### src/rtl/sign_pack_pkg.sv
package sign_pack_pkg;
    localparam int DEF_DATA_W  = 16;
    localparam int DEF_WORD_W  = 32;
    localparam int DEF_SLICE_N = 40;
    localparam int DEF_FRAC    = 8;

    // rounded-up integer quotient, used for the reciprocal constant
    function automatic longint unsigned ceil_div(longint unsigned num, longint unsigned den);
        return (num + den - 1) / den;
    endfunction
endpackage

### src/rtl/spk_packer.sv
module spk_packer #(
    parameter int WORD_W = 32
) (
    input  logic                        clk,
    input  logic                        rst_n,
    input  logic                        take,
    input  logic                        bit_in,
    input  logic                        close,
    input  logic                        out_ready,
    output logic                        in_ready,
    output logic                        out_valid,
    output logic [WORD_W-1:0]           out_word,
    output logic [$clog2(WORD_W+1)-1:0] out_count
);
    localparam int CNT_W = $clog2(WORD_W + 1);

    typedef struct packed {
        logic [WORD_W-1:0] shift;
        logic [CNT_W-1:0]  fill;
        logic [WORD_W-1:0] obuf;
        logic [CNT_W-1:0]  ocnt;
        logic              ovalid;
    } pk_t;

    pk_t               s_d, s_q;
    logic [WORD_W-1:0] merged_d;

    always_comb begin
        s_d      = s_q;
        merged_d = s_q.shift | (WORD_W'(bit_in) << s_q.fill);
        if (s_q.ovalid && out_ready) begin
            s_d.ovalid = 1'b0;
        end
        if (take) begin
            if ((s_q.fill == CNT_W'(WORD_W - 1)) || close) begin
                s_d.obuf   = merged_d;
                s_d.ocnt   = s_q.fill + 1'b1;
                s_d.ovalid = 1'b1;
                s_d.shift  = '0;
                s_d.fill   = '0;
            end else begin
                s_d.shift = merged_d;
                s_d.fill  = s_q.fill + 1'b1;
            end
        end
    end

    always_ff @(posedge clk or negedge rst_n) begin
        if (!rst_n) s_q <= '0;
        else        s_q <= s_d;
    end

    assign in_ready  = !s_q.ovalid || out_ready;
    assign out_valid = s_q.ovalid;
    assign out_word  = s_q.obuf;
    assign out_count = s_q.ocnt;


    out_hold_chk: assert property (@(posedge clk) disable iff (!rst_n)
        (out_valid && !out_ready) |=> (out_valid && $stable(out_word) && $stable(out_count)));


    count_range_chk: assert property (@(posedge clk) disable iff (!rst_n)
        out_valid |-> (out_count != '0 && out_count <= CNT_W'(WORD_W)));
endmodule

### src/rtl/spk_scaler.sv
module spk_scaler #(
    parameter int DATA_W  = 16,
    parameter int SLICE_N = 40,
    parameter int FRAC    = 8
) (
    input  logic                   clk,
    input  logic                   rst_n,
    input  logic                   take,
    input  logic [DATA_W-1:0]      sample,
    input  logic                   close,
    output logic                   scale_valid,
    output logic [DATA_W+FRAC-1:0] scale
);
    localparam int SUM_W   = DATA_W + $clog2(SLICE_N + 1);
    localparam int X_W     = SUM_W + FRAC;
    localparam int SH      = X_W + $clog2(SLICE_N) + 1;
    localparam int RECIP_W = SH + 1;
    localparam int PROD_W  = X_W + RECIP_W;
    localparam int SCALE_W = DATA_W + FRAC;
    localparam logic [RECIP_W-1:0] RECIP =
        RECIP_W'(sign_pack_pkg::ceil_div(64'd1 << SH, 64'(SLICE_N)));
    localparam logic [SUM_W-1:0] SUM_MAX = SUM_W'(SLICE_N) << (DATA_W - 1);

    typedef struct packed {
        logic [SUM_W-1:0]   sum;
        logic [SCALE_W-1:0] scale;
        logic               sv;
    } sc_t;

    sc_t               s_d, s_q;
    logic [DATA_W-1:0] mag_d;
    logic [SUM_W-1:0]  sum_next_d;
    logic [X_W-1:0]    xval_d;

    always_comb begin
        s_d        = s_q;
        s_d.sv     = 1'b0;
        mag_d      = sample[DATA_W-1] ? (~sample + 1'b1) : sample;
        sum_next_d = s_q.sum + SUM_W'(mag_d);
        xval_d     = {sum_next_d, {FRAC{1'b0}}};
        if (take) begin
            if (close) begin
                s_d.scale = SCALE_W'((PROD_W'(xval_d) * PROD_W'(RECIP)) >> SH);
                s_d.sv    = 1'b1;
                s_d.sum   = '0;
            end else begin
                s_d.sum = sum_next_d;
            end
        end
    end

    always_ff @(posedge clk or negedge rst_n) begin
        if (!rst_n) s_q <= '0;
        else        s_q <= s_d;
    end

    assign scale_valid = s_q.sv;
    assign scale       = s_q.scale;


    sum_bound_chk: assert property (@(posedge clk) disable iff (!rst_n)
        s_q.sum <= SUM_MAX);


    scale_hold_chk: assert property (@(posedge clk) disable iff (!rst_n)
        !scale_valid |-> $stable(scale));


    pulse_single_chk: assert property (@(posedge clk) disable iff (!rst_n)
        scale_valid |=> !scale_valid);
endmodule

### src/rtl/sign_pack_scaler.sv
module sign_pack_scaler #(
    parameter int DATA_W  = sign_pack_pkg::DEF_DATA_W,
    parameter int WORD_W  = sign_pack_pkg::DEF_WORD_W,
    parameter int SLICE_N = sign_pack_pkg::DEF_SLICE_N,
    parameter int FRAC    = sign_pack_pkg::DEF_FRAC
) (
    input  logic                        clk,
    input  logic                        rst_n,
    input  logic                        in_valid,
    output logic                        in_ready,
    input  logic [DATA_W-1:0]           in_data,
    input  logic                        in_last,
    output logic                        out_valid,
    input  logic                        out_ready,
    output logic [WORD_W-1:0]           out_word,
    output logic [$clog2(WORD_W+1)-1:0] out_count,
    output logic                        scale_valid,
    output logic [DATA_W+FRAC-1:0]      scale
);
    logic take;
    logic sign_bit;

    assign take     = in_valid && in_ready;
    assign sign_bit = ~in_data[DATA_W-1];

    spk_packer #(.WORD_W(WORD_W)) u_pack (
        .clk       (clk),
        .rst_n     (rst_n),
        .take      (take),
        .bit_in    (sign_bit),
        .close     (in_last),
        .out_ready (out_ready),
        .in_ready  (in_ready),
        .out_valid (out_valid),
        .out_word  (out_word),
        .out_count (out_count)
    );

    spk_scaler #(.DATA_W(DATA_W), .SLICE_N(SLICE_N), .FRAC(FRAC)) u_scale (
        .clk         (clk),
        .rst_n       (rst_n),
        .take        (take),
        .sample      (in_data),
        .close       (in_last),
        .scale_valid (scale_valid),
        .scale       (scale)
    );


    strobe_after_last_chk: assert property (@(posedge clk) disable iff (!rst_n)
        scale_valid |-> $past(in_valid && in_ready && in_last));
endmodule

### config.mk
export PLATFORM = sky130hd
export DESIGN_NAME = sign_pack_scaler
export DESIGN_NICKNAME = d
export VERILOG_FILES = /design/src/rtl/sign_pack_pkg.sv /design/src/rtl/spk_packer.sv /design/src/rtl/spk_scaler.sv /design/src/rtl/sign_pack_scaler.sv
export SDC_FILE = /design/constraint.sdc
export NUM_CORES = 1
export LEC_CHECK = 0
export BUFFER_PORTS_ARGS = -buffer_cell sky130_fd_sc_hd__buf_2
export CORE_MARGIN = 4
export CORE_UTILIZATION = 35
export DETAILED_ROUTE_END_ITERATION = 6
export PLACE_DENSITY = 0.51
export REMOVE_ABC_BUFFERS = 1
export SYNTH_ARGS = -nofsm -noshare
export SYNTH_HDL_FRONTEND = slang
export SYNTH_SLANG_ARGS = --single-unit
### constraint.sdc
create_clock -name clk -period 21.4 [get_ports clk]
set_input_delay 2.14 -clock clk [delete_from_list [all_inputs] [get_ports clk]]
set_output_delay 2.14 -clock clk [all_outputs]
set_load 0.05 [all_outputs]
==> impl_results.html <==
<table>
<tr><th>Metric</th><th>Value</th></tr>
<tr><th colspan="2">Detailed routing</th></tr>
<tr><td>Via-to-Cell Ratio</td><td>a little under 5</td></tr>
<tr><td>Total routed wirelength</td><td>about 33000 um</td></tr>
<tr><td>Router iterations before antenna repair</td><td>5</td></tr>
<tr><td>Total via count after detailed routing</td><td>10279</td></tr>
<tr><td>DRC violations left</td><td>0</td></tr>
<tr><td>Drt wl/cell</td><td>roughly 16 um</td></tr>
<tr><td>DRC marker count from the first detailed-route iteration</td><td>just over 600</td></tr>
<tr><td>Residual antenna-violating net count after detailed routing</td><td>0</td></tr>
<tr><th colspan="2">Status</th></tr>
<tr><td>Status</td><td>completed</td></tr>
<tr><th colspan="2">Global route</th></tr>
<tr><td>Vias in the first global route</td><td>between 10000 and 15000</td></tr>
<tr><td>Antenna violations before repair</td><td>0</td></tr>
<tr><td>Global-route wire length before repair</td><td>55600 um</td></tr>
<tr><td>GRT Residual Overflow</td><td>0</td></tr>
<tr><td>Combined global-route utilization of all metal layers</td><td>15.5%</td></tr>
<tr><td>Largest net degree at the start of global routing</td><td>77</td></tr>
<tr><th colspan="2">Yosys</th></tr>
<tr><td>Synth cell types</td><td>between 80 and 90</td></tr>
<tr><td>Library cell with the highest instance count after synthesis</td><td>inv_1</td></tr>
<tr><td>Cell types occupying the most area after synthesis</td><td>dfrtp_1 (21%), fa_1 (20%), ha_1 (18%), inv_1 (7.6%), a21oi_1 (4.0%)</td></tr>
<tr><td>Avg Cell Area, Syn</td><td>between 9 and 10 um^2</td></tr>
<tr><td>Synth area leader</td><td>dfrtp_1</td></tr>
<tr><td>Total of flip-flops plus latches after synthesis</td><td>about 120</td></tr>
<tr><td>Top-area cell type share of the netlist area</td><td>between 20% and 30%</td></tr>
<tr><td>Post-synthesis async set-or-reset flop share</td><td>100%</td></tr>
<tr><td>Number of synthesized flops with an enable pin</td><td>0</td></tr>
<tr><td>Post-Syn Instances</td><td>between 1500 and 2000</td></tr>
<tr><td>Sequential area share after synthesis</td><td>21.5%</td></tr>
<tr><td>Yosys warnings</td><td>0</td></tr>
<tr><td>Top cells by instance count after synthesis</td><td>inv_1 (294), ha_1 (208), fa_1 (145)</td></tr>
<tr><td>Dominant register cell in the synthesized netlist</td><td>dfrtp_1</td></tr>
<tr><td>Synth Cell Area</td><td>about 0.014 mm^2</td></tr>
<tr><th colspan="2">Run</th></tr>
<tr><td>MaxCap Viol Count</td><td>0</td></tr>
<tr><th colspan="2">Hold path</th></tr>
<tr><td>Path type of the worst min-delay path</td><td>reg2reg</td></tr>
<tr><td>Instance count along the most critical hold path</td><td>2</td></tr>
<tr><th colspan="2">Clock network</th></tr>
<tr><td>Number of resized instances in the post-cts repair step</td><td>0</td></tr>
<tr><td>Hold-fix buffer count after cts</td><td>0</td></tr>
<tr><td>Total number of clock tree sinks</td><td>~120</td></tr>
<tr><td>Bufs on Longest Clock Path</td><td>2</td></tr>
<tr><td>CTS tree</td><td>done</td></tr>
<tr><td>Maximum level of the CTS H-tree</td><td>4</td></tr>
<tr><td>Clock slew at reported path FFs</td><td>0.06 ns</td></tr>
<tr><td>Root Buffer Master</td><td>clkbuf_16</td></tr>
<tr><td>Clock latency reported for the late side of the worst-skew pair</td><td>0.43 ns</td></tr>
<tr><td>Post-CTS setup buffers</td><td>0</td></tr>
<tr><td>Clock buffers created by TritonCTS</td><td>17</td></tr>
<tr><th colspan="2">STA</th></tr>
<tr><td>Total negative slack</td><td>0 ns</td></tr>
<tr><td>Final clock period utilization by the worst path</td><td>approximately 55%</td></tr>
<tr><td>Worst Setup Slack, final</td><td>~9.6 ns</td></tr>
<tr><td>Period minus WS final</td><td>11.77 ns</td></tr>
<tr><td>Count of final setup violators</td><td>0</td></tr>
<tr><td>Final Hold Violating Endpoints</td><td>0</td></tr>
<tr><td>Worst-case clock skew</td><td>0.0132 ns</td></tr>
<tr><td>Worst Tran Pin Value</td><td>1.10 ns</td></tr>
<tr><td>Pins Over Slew Limit</td><td>0</td></tr>
<tr><td>Tightest hold margin</td><td>roughly 0.47 ns</td></tr>
<tr><td>Peak Freq</td><td>between 0.08 and 0.09 GHz</td></tr>
<tr><td>Headroom to the max-slew limit</td><td>a little over a quarter</td></tr>
<tr><td>Setup repair after global routing missed its margin</td><td>false</td></tr>
<tr><th colspan="2">Floorplanning</th></tr>
<tr><td>Starting utilization of the core area</td><td>roughly 35%</td></tr>
<tr><td>Cell row count</td><td>74</td></tr>
<tr><td>Core area</td><td>around 0.041 mm^2</td></tr>
<tr><td>Number of primary I/O pins</td><td>86</td></tr>
<tr><td>Chip Height</td><td>~210 um</td></tr>
<tr><td>Area enclosed by the die boundary</td><td>0.0446 mm^2</td></tr>
<tr><td>Die X-Extent</td><td>between 200 and 250 um</td></tr>
<tr><th colspan="2">Worst setup path</th></tr>
<tr><td>Critical Path Start Type</td><td>input pin</td></tr>
<tr><td>Worst-path maximum fanout</td><td>6</td></tr>
<tr><td>Max stage delay cell, worst path</td><td>fa_1</td></tr>
<tr><td>Cell mode on critical path</td><td>fa_1</td></tr>
<tr><td>Endpoint type of the worst setup path</td><td>flip-flop</td></tr>
<tr><td>Critical Path RT</td><td>~22 ns</td></tr>
<tr><td>Crit path arrival time</td><td>roughly 12 ns</td></tr>
<tr><td>Path type of the worst setup path</td><td>in2reg</td></tr>
<tr><td>Worst-case reg-to-reg path depth</td><td>34</td></tr>
<tr><td>CP max stage delay</td><td>~0.61 ns</td></tr>
<tr><th colspan="2">Layout</th></tr>
<tr><td>Sequential cell area in the final layout</td><td>around 0.0031 mm^2</td></tr>
<tr><td>Combined area of the multi-input logic cells</td><td>roughly 0.0096 mm^2</td></tr>
<tr><td>Antenna cell count</td><td>0</td></tr>
<tr><td>Number of fillers in the final layout</td><td>roughly 4200</td></tr>
<tr><td>Area Growth Syn to Fin</td><td>7.50%</td></tr>
<tr><td>Final Net Count</td><td>1969</td></tr>
<tr><td>Ratio of cells with drive above 1 in the final layout</td><td>under 10%</td></tr>
<tr><th colspan="2">Placed design</th></tr>
<tr><td>Count of input and output buffers</td><td>between 80 and 90</td></tr>
<tr><td>Final weighted congestion in routability-driven placement</td><td>0.894</td></tr>
<tr><td>Estimated wirelength of the detail-placed design</td><td>approximately 28000 um</td></tr>
<tr><td>Setup slack at placement</td><td>between 9 and 10 ns</td></tr>
</table>
==> cells in the final DEF (no fill, tap or decap), types with 8 or more instances in the layout <==
master,netlist,routed
clkbuf_16,0,17
o21ai_0,107,107
xnor2_1,47,47
a31oi_1,11,11
nor2_1,68,67
a21oi_1,116,116
xor2_1,18,18
dfrtp_1,124,124
nand4_1,11,11
nand2_1,121,121
inv_1,294,294
nand2b_1,15,14
buf_4,64,11
a22o_1,8,8
and3_1,8,8
buf_2,0,84
fa_1,145,145
ha_1,208,208
nand3_1,24,24
nor3_1,17,17
a21o_1,16,16
==> per-stage QoR <==
step	utilization (%)	std cells	area, um^2
final	38.0	2140	15500
after detailed placement	36.6	2108	15000
after global routing	38.0	2140	15500
after CTS	38.0	2140	15500
after floorplan	-	1481	13800
after global placement	36.6	2108	15000
==> registers in the layout (all words and copies together), names as in the netlist <==
name,flops
u_pack.out_word,32
u_scale.scale_valid,1
u_scale.scale,24
u_pack.out_valid,1
u_pack.s_q,38
u_pack.out_count,6
u_scale.s_q,22
==> routing by layer <==
layer | global-route usage, % | vias up | share of wire [%]
met5 | 0 | - | 0
met4 | 4.00 | 0 | 2.0
met3 | 2.75 | 42 | 3.1
met2 | 26.2 | 133 | 49
met1 | 20.8 | 4935 | 46
li1 | - | 5169 | -
==> critical path, delay by kind of cell <==
| kind | cells | cell delay [ns] |
|---|---|---|
| AOI/OAI and AO/OA | 10 | 2.85 |
| and+or+nand+nor | 8 | 1.88 |
| buffers and inverters | 5 | 0.42 |
| xor gates and xnor gates | 4 | 0.75 |
| adders and majority gates | 9 | 4.05 |
==> area by class of cell <==
type	instances	share of cell area, %
clock buffers	20	2.88
clock inverters	12	0.741
inverters	294	7.11
multi-input cells	1063	61.8
flip-flops and latches	124	20.0
well taps	532	4.29
repair buffers	95	3.24
==> logic make-up (layout without fill, tap and decap cells) <==
logic type	count (synthesis)	in the layout	synth area share, %
xor+xnor	66	66	4.05
mux	4	4	0.295
buf+inv	394	421	12.2
compound gates	325	325	13.6
simple gates	315	315	10.3
flops	124	124	21.5
fa+ha+maj	353	353	38.1
==> final timing paths <==
kind / start / end / slack (ns)
min in group asynchronous: rst_n / u_scale.scale[20] / 1.76
min reg2reg: u_pack.out_word[20] / u_pack.out_word[20] / 0.47
max reg2reg: u_scale.s_q[25] / u_scale.scale[16] / 11.71
max: in_data[2] / u_scale.scale[16] / 9.63
max in group asynchronous: rst_n / u_pack.out_word[13] / 18.22
min: u_pack.out_word[20] / u_pack.out_word[20] / 0.47
Power is not shown: default switching activity piles up to over one toggle a cycle in this logic, so the estimate is an artifact.
